[src/rtl/invscan_pkg.sv]
// Shared types for the inverting scan chain.
package invscan_pkg;
    // Per-cell next-state source.
    typedef enum logic [1:0] {
        MODE_FUNC  = 2'd0,
        MODE_SHIFT = 2'd1,
        MODE_FLIP  = 2'd2
    } cell_mode_e;
endpackage

[src/rtl/invscan_cell.sv]
// One scan cell with three next-state sources: functional data, upstream
// neighbour, or the complement of its own stored bit.
// Assumes: the injection forces only the visible output, never the stored bit.
module invscan_cell
    import invscan_pkg::*;
(
    input  logic       clk,
    input  logic       rst_n,
    input  cell_mode_e mode,
    input  logic       func_bit,
    input  logic       up_bit,
    input  logic       stuck_en,
    input  logic       stuck_val,
    output logic       q_out
);
    logic st;

    // Store the bit selected by the current mode.
    always_ff @(posedge clk) begin
        if (!rst_n) begin
            st <= 1'b0;
        end else begin
            case (mode)
                MODE_FUNC:  st <= func_bit;
                MODE_SHIFT: st <= up_bit;
                MODE_FLIP:  st <= ~st;
                default:    st <= st;
            endcase
        end
    end

    // Visible value: forced by a modelled defect, else the stored bit.
    assign q_out = stuck_en ? stuck_val : st;
endmodule

[src/rtl/invscan_chain.sv]
// N cells in series; cell 0 is fed by scan_in and cell N-1 drives scan_out.
// Assumes: all cells share one mode each cycle.
module invscan_chain
    import invscan_pkg::*;
#(
    parameter int N = 8
) (
    input  logic         clk,
    input  logic         rst_n,
    input  cell_mode_e   mode,
    input  logic         scan_in,
    input  logic [N-1:0] func_d,
    input  logic [N-1:0] stuck_en,
    input  logic [N-1:0] stuck_val,
    output logic [N-1:0] cell_q,
    output logic         scan_out
);
    // Build the chain; each cell's upstream source is the previous cell.
    for (genvar gi = 0; gi < N; gi++) begin : g_cell
        logic up;
        if (gi == 0) begin : g_head
            assign up = scan_in;
        end else begin : g_body
            assign up = cell_q[gi-1];
        end
        invscan_cell u_cell (
            .clk       (clk),
            .rst_n     (rst_n),
            .mode      (mode),
            .func_bit  (func_d[gi]),
            .up_bit    (up),
            .stuck_en  (stuck_en[gi]),
            .stuck_val (stuck_val[gi]),
            .q_out     (cell_q[gi])
        );
    end

    assign scan_out = cell_q[N-1];
endmodule

[src/rtl/invscan_finder.sv]
// Watches the unloaded stream after an in-place flip and locates the first
// change of value. A change at sample t (t >= 1) points at cell N-1-t.
// Assumes: arm is one cycle with no shift; samples are taken on shift cycles.
module invscan_finder #(
    parameter int N  = 8,
    parameter int IW = $clog2(N)
) (
    input  logic          clk,
    input  logic          rst_n,
    input  logic          arm,
    input  logic          obs_en,
    input  logic          obs_bit,
    output logic          res_valid,
    output logic          res_none,
    output logic [IW-1:0] res_index
);
    localparam logic [IW-1:0] LAST = IW'(N - 1);

    logic          active;
    logic [IW-1:0] cnt;
    logic          prev;

    // Arm on a flip, then count samples until a change or N samples.
    always_ff @(posedge clk) begin
        if (!rst_n) begin
            active    <= 1'b0;
            cnt       <= '0;
            prev      <= 1'b0;
            res_valid <= 1'b0;
            res_none  <= 1'b0;
            res_index <= '0;
        end else if (arm) begin
            active    <= 1'b1;
            cnt       <= '0;
            res_valid <= 1'b0;
            res_none  <= 1'b0;
            res_index <= '0;
        end else if (active && obs_en) begin
            if (cnt == '0) begin
                prev <= obs_bit;
                cnt  <= cnt + 1'b1;
            end else if (obs_bit != prev) begin
                res_valid <= 1'b1;
                res_index <= LAST - cnt;
                active    <= 1'b0;
            end else if (cnt == LAST) begin
                res_valid <= 1'b1;
                res_none  <= 1'b1;
                active    <= 1'b0;
            end else begin
                cnt <= cnt + 1'b1;
            end
        end
    end
endmodule

[src/rtl/invscan_locator.sv]
// Top: inverting scan chain plus stuck-cell locator.
// Assumes: scan_en has priority over invert; an invert only counts with
// scan_en low, and such an invert also arms the locator.
module invscan_locator
    import invscan_pkg::*;
#(
    parameter int N  = 8,
    parameter int IW = $clog2(N)
) (
    input  logic          clk,
    input  logic          rst_n,
    input  logic          scan_en,
    input  logic          scan_in,
    input  logic          invert,
    input  logic [N-1:0]  func_d,
    input  logic [N-1:0]  stuck_en,
    input  logic [N-1:0]  stuck_val,
    output logic          scan_out,
    output logic          res_valid,
    output logic          res_none,
    output logic [IW-1:0] res_index
);
    cell_mode_e   mode;
    logic         flip_go;
    logic [N-1:0] cell_q;

    // Pick the cell mode; shifting wins over a flip request.
    always_comb begin
        if (scan_en)     mode = MODE_SHIFT;
        else if (invert) mode = MODE_FLIP;
        else             mode = MODE_FUNC;
    end

    assign flip_go = invert && !scan_en;

    invscan_chain #(.N(N)) u_chain (
        .clk       (clk),
        .rst_n     (rst_n),
        .mode      (mode),
        .scan_in   (scan_in),
        .func_d    (func_d),
        .stuck_en  (stuck_en),
        .stuck_val (stuck_val),
        .cell_q    (cell_q),
        .scan_out  (scan_out)
    );

    invscan_finder #(.N(N), .IW(IW)) u_finder (
        .clk       (clk),
        .rst_n     (rst_n),
        .arm       (flip_go),
        .obs_en    (scan_en),
        .obs_bit   (scan_out),
        .res_valid (res_valid),
        .res_none  (res_none),
        .res_index (res_index)
    );
endmodule

[config.mk]
export PLATFORM = sky130hd
export DESIGN_NAME = invscan_locator
export DESIGN_NICKNAME = d
export VERILOG_FILES = /design/src/rtl/invscan_pkg.sv /design/src/rtl/invscan_cell.sv /design/src/rtl/invscan_chain.sv /design/src/rtl/invscan_finder.sv /design/src/rtl/invscan_locator.sv
export SDC_FILE = /design/constraint.sdc
export NUM_CORES = 1
export LEC_CHECK = 0
export BUFFER_PORTS_ARGS = -buffer_cell sky130_fd_sc_hd__buf_2
export CORE_UTILIZATION = 49
export CTS_CLUSTER_SIZE = 40
export DETAILED_ROUTE_END_ITERATION = 8
export GPL_ROUTABILITY_DRIVEN = 0
export PLACE_DENSITY_LB_ADDON = 0.1
export SLEW_MARGIN = 20
export SYNTH_ARGS = -nofsm -noshare
export SYNTH_HDL_FRONTEND = slang
export SYNTH_HIERARCHICAL = 1
export SYNTH_SLANG_ARGS = --single-unit
[constraint.sdc]
create_clock -name clk -period 1.6 [get_ports clk]
set_input_delay 0.32 -clock clk [delete_from_list [all_inputs] [get_ports clk]]
set_output_delay 0.32 -clock clk [all_outputs]
set_load 0.01 [all_outputs]
* Word-level counts from Yosys, hierarchy flattened
Cells that the tools add are included.
** Storage, ports and cells
- Flip-flop bits (word level) :: 18
- Input bits :: 29
- Output and inout bits :: 6
- Word-level logic and storage cells :: 79
** Cells by class
- Add/sub/neg operators :: 2
- Equal/unequal tests :: 7
- Mux-type cells :: 28
- Bitwise logic cells :: 12
- Reductions and logical operators :: 16
** Operators by type and width (number)
- $pmux W1 S3 :: 8
- $mux W1 :: 15
- $reduce_and A3 Y1 :: 5
- $not A1 Y1 :: 12
- $mux W3 :: 3
- $reduce_bool A3 Y1 :: 2
- $mux W2 :: 2
- $ne A2 B1 Y1 const B :: 2
- $reduce_and A4 Y1 :: 1
- $reduce_bool A2 Y1 :: 2
- $add A3 B1 Y3 const B :: 1
- $eq A3 B3 Y1 const B :: 1
- $logic_not A3 Y1 :: 1
- $sub A3 B3 Y3 const A :: 1
- $eq A2 B1 Y1 const B :: 1
- $eq A2 B2 Y1 const B :: 1
- $logic_and A1 B1 Y1 :: 2
- $logic_not A2 Y1 :: 1
- $ne A2 B2 Y1 const B :: 1
- $reduce_or A2 Y1 :: 1
- $logic_not A1 Y1 :: 1
- $ne A1 B1 Y1 :: 1

* Longest topological paths before layout
- Word-level depth :: 6
- Mapped depth :: 5
- Depth with buffers taken out :: 5

* By module
The synthesis kept the hierarchy.
** By module, submodules not included
- invscan_cell :: times used 8, cells an instance 13, area each 118.9 sq um, seq. area each 20.0 sq um
- invscan_finder :: times used 1, cells an instance 56, area each 495.5 sq um, seq. area each 200.2 sq um
- invscan_chain :: times used 1, cells an instance 8, area each 60.1 sq um, seq. area each 0.0 sq um
- invscan_locator :: times used 1, cells an instance 1, area each 13.8 sq um, seq. area each 0.0 sq um

* Worst setup path before layout
Ideal clock, no wire load.
- Path kind :: input to register
- Start :: input port invert
- End :: register u_chain.g_cell[3].u_cell.st
- Library setup time :: 0.129 ns
- Arrival :: 1.445 ns
- Data required time :: 1.471 ns
- Slack :: 0.026 ns
- Stages :: 4
- Path buffers :: 0
- Cells stage by stage :: nor2b_4 > ha_1 > a2111oi_2 > nor3_1
** Between the ends
- Longest elaborated chain between the ends :: 4
- Elaborated cells between the ends (all ways) :: 7
- Those cells by class :: 2 x eq/ne; 3 x mux; 2 x reduce/logical
** Ends and longest elaborated chain
- from (decl) :: RTL line invscan_locator.sv:14 : input logic invert,
- $mux W2 (*) :: RTL line invscan_locator.sv:30 : else if (invert) mode = MODE_FLIP;
- $mux W2 (*) :: RTL line invscan_locator.sv:29 : if (scan_en) mode = MODE_SHIFT;
- $eq A2 B2 Y1, or another cell as far along :: RTL line invscan_cell.sv:23 : case (mode)
- $pmux W1 S3 / $reduce_bool A3 Y1 (equally long branches)
- to (signal assigned) :: RTL line invscan_cell.sv:24 : MODE_FUNC: st <= func_bit;
- to (signal assigned) :: RTL line invscan_cell.sv:25 : MODE_SHIFT: st <= up_bit;
- to (signal assigned) :: RTL line invscan_cell.sv:26 : MODE_FLIP: st <= ~st;
- to (decl) :: RTL line invscan_cell.sv:16 : logic st;
Every way passes the cells marked *; elsewhere a longest branch is shown, timed or not.
A chain may end at the register's enable or synchronous reset.

* Worst setup path in the final report
- Start :: register u_finder.cnt[0]
- End :: register u_finder.res_index[0]
** Between the ends
- Longest elaborated chain between the ends :: 3
- Elaborated cells between the ends (all ways) :: 4
- Those cells by class :: 1 x add/sub; 1 x bitwise; 2 x reduce/logical
** Ends and longest elaborated chain
- from (decl) :: RTL line invscan_finder.sv:20 : logic [IW-1:0] cnt;
- from (signal assigned) :: RTL line invscan_finder.sv:41 : cnt <= cnt + 1'b1;
- from (signal assigned) :: RTL line invscan_finder.sv:51 : cnt <= cnt + 1'b1;
- branches (longest 3 deep; another with $sub A3 B3 Y3)
- to (signal assigned) :: RTL line invscan_finder.sv:44 : res_index <= LAST - cnt;
- to (decl) :: RTL line invscan_finder.sv:15 : output logic [IW-1:0] res_index
Parallel ways; which one is timed is not known.

==> flow_summary.toml <==
[run_status]
status = "finished clean"

[timing]
hold_viol_final = 0
worst-slew-pin-transition_ps = 487
finalCriticalPeriod_ps = 1530
setup_viol = 0
setup-tns-final_ps = 0
skew_ps = 1.04
hold_ws_ps = 324
period_share_pct = 95.4
rsz0062_at_grt = "no"
finalWorstSetupSlack_ps = 74.4
drv_slew = 0
max_freq_ghz = 0.655
relSlewSlack_pct = 67.5

[finish]
finalInstanceArea_sq_um = 1790
fill_cells = 256
syn2layout_area_growth_pct = 22.5
regArea_sq_um = 362
multiInputGateArea_sq_um = 1010
layout.cells.non_filler = 237
n_antenna_cell = 0
nets = 264
drive_gt1_share_pct = 33.5

[detailed_routing]
drt_iter0_drc = 49
wl_per_cell_um = 12.2
dr_total_vias = 1255
routed_wl_um = 2900
drcViolationCount = 0
route.detailed.vias_per_inst = 5.30
dr.pass1.iters = 4
ant_nets = 0

[run]
max_cap_viol_count = 0

[synthesis]
synth_area_sq_um = 1460
avgSynthCellArea_sq_um = 9.07
yosysWarnings = 6
syn_inst = 161
synth_nets = 217

[setup_path]
critPathLaunchType = "register"
rrSetupSlack_ps = 70
crit_required_ps = 1830
r2r_cells = 5
critical_path_class = "register to register"
reg2reg_from = "u_finder/cnt[0]"
cp.arrival_ps = 1760
cp_max_fo = 6
r2r-end = "u_finder/res_index[0]"
endpoint_kind = "register"

[clocking]
cts.sinks = 18
clock_latency_ps = 290
cts_tree = "yes"
cts_max_path_buffers = 2
clock-root-buffer = "clkbuf_4"
cts_buffers = 3
post_cts_buffers = 0
clk_pin_slew_ps = 100
htree_num_levels = 1
cts_hold_buf = 0

[grt]
gr-usage-all-layers_pct = 20.2
antenna_found_initial = 0
grt_overflow = 0
grt_pass1_vias = 1277
grt_max_degree = 24
grt_first_pass_wirelength_um = 5210

[floorplan]
core_sq_um = 2780
start_util_pct = 52.5
core.rowCount = 19
die_w_um = 56.6
pin_count = 35
die-area_sq_um = 3200
fp.dieH_um = 56.6

[placed_design]
pre_cts_slack_ps = -43.8
place_area_sq_um = 1750
numPortBuffers = 34
dp_hpwl_um = 2220
dp.cells = 234

[power]
power.density_nw_per_um2 = 576
vdd_ir_drop_max_v = 0.000649
p_leak_nw = 0.840

[worst_hold_path]
hp-start = "func_d[7]"
hold_depth = 3
holdPathEnd = "u_chain/g_cell[7].u_cell/st"
hold_path_class = "input pin to register"
==> repair_timing <==
item,CTS,global route
endpoints found under the setup margin,0,3
resized for setup,0,5
endpoints found under the hold margin,0,0
==> cell usage in the layout, fill, tap and decap left out <==
cell       count
buf_2         34
nor2b_2        1
nand2_2        1
buf_12         1
a2111oi_2      8
nand2_1        7
dfxtp_1       17
a21oi_2        1
clkbuf_4       3
o311ai_0       1
mux2i_1        2
o21ai_0        9
o31ai_2        1
a211oi_1       1
nand4b_1       1
nor2b_4        1
inv_1         29
xnor2_2        1
nor3b_1        8
ha_1          27
xor2_1         1
mux2_2         8
o22ai_1        1
o31ai_1        3
nand3b_1       1
nor2b_1        9
nor3_1         9
buf_4          8
o21a_1         2
dfxtp_2        1
or4_1          3
nand4_1        1
a21oi_1        4
o21ai_1        1
==> worst max-delay path, stage by stage (launching register included) <==
cell and delay (ps):
dfxtp_1 350, inv_1 60, ha_1 240, nor2b_2 200, or4_1 490, a21oi_2 130
==> metal layers <==
layer / routed length (um) / up-vias / track usage (%)
met1: 1320 / 567 / 24.4
met2: 1410 / 35 / 35.8
met5: 0 / - / 0
met3: 139 / 2 / 4.84
met4: 17 / 0 / 4.53
li1: - / 651 / -
==> flip-flops by register name, indices dropped and copies added, names as in the netlist <==
signal and count:
u_finder/res_none 1, u_chain/g_cell.u_cell/st 8, u_finder/res_index 3, u_finder/active 1, u_finder/res_valid 1, u_finder/prev 1
u_finder/cnt 3
==> worst max path at each step <==
stage	start	end	slack [ps]
2_1_floorplan	invert	u_chain/g_cell[3].u_cell/st	30
3_3_place_gp	invert	u_finder/cnt[2]	-3
3_5_place_dp	scan_en	u_chain/g_cell[6].u_cell/st	-40
4_1_cts	u_finder/cnt[1]	u_finder/res_index[1]	60
5_1_grt	u_finder/cnt[0]	u_finder/res_index[0]	2
6_report	u_finder/cnt[0]	u_finder/res_index[0]	70
==> metrics by stage <==
| stage | utilization, % | power (mW) |
|---|---|---|
| after floorplan | - | 0.693 |
| after global placement | 62.8 | 0.793 |
| after detailed placement | 62.8 | 0.810 |
| after CTS | 63.6 | 1.04 |
| after global routing | 64.3 | 1.11 |
| final | 64.3 | 1.03 |
==> report_power, final <==
part | internal (mW) | switching, mW | leakage, nW | total, mW
Sequential | 0.475 | 0.0196 | 0.148 | 0.495
Clock | 0.0876 | 0.138 | 0.0138 | 0.226
Combinational | 0.159 | 0.151 | 0.678 | 0.310
==> layout make-up <==
class	instances	area share, %
multi-input combinational	113	56.3
clock buffer	3	1.26
sequential	18	20.2
timing repair buffer	43	14.0
inverter	29	6.09
tap	31	2.17
Power figures use the tool's default switching activity.
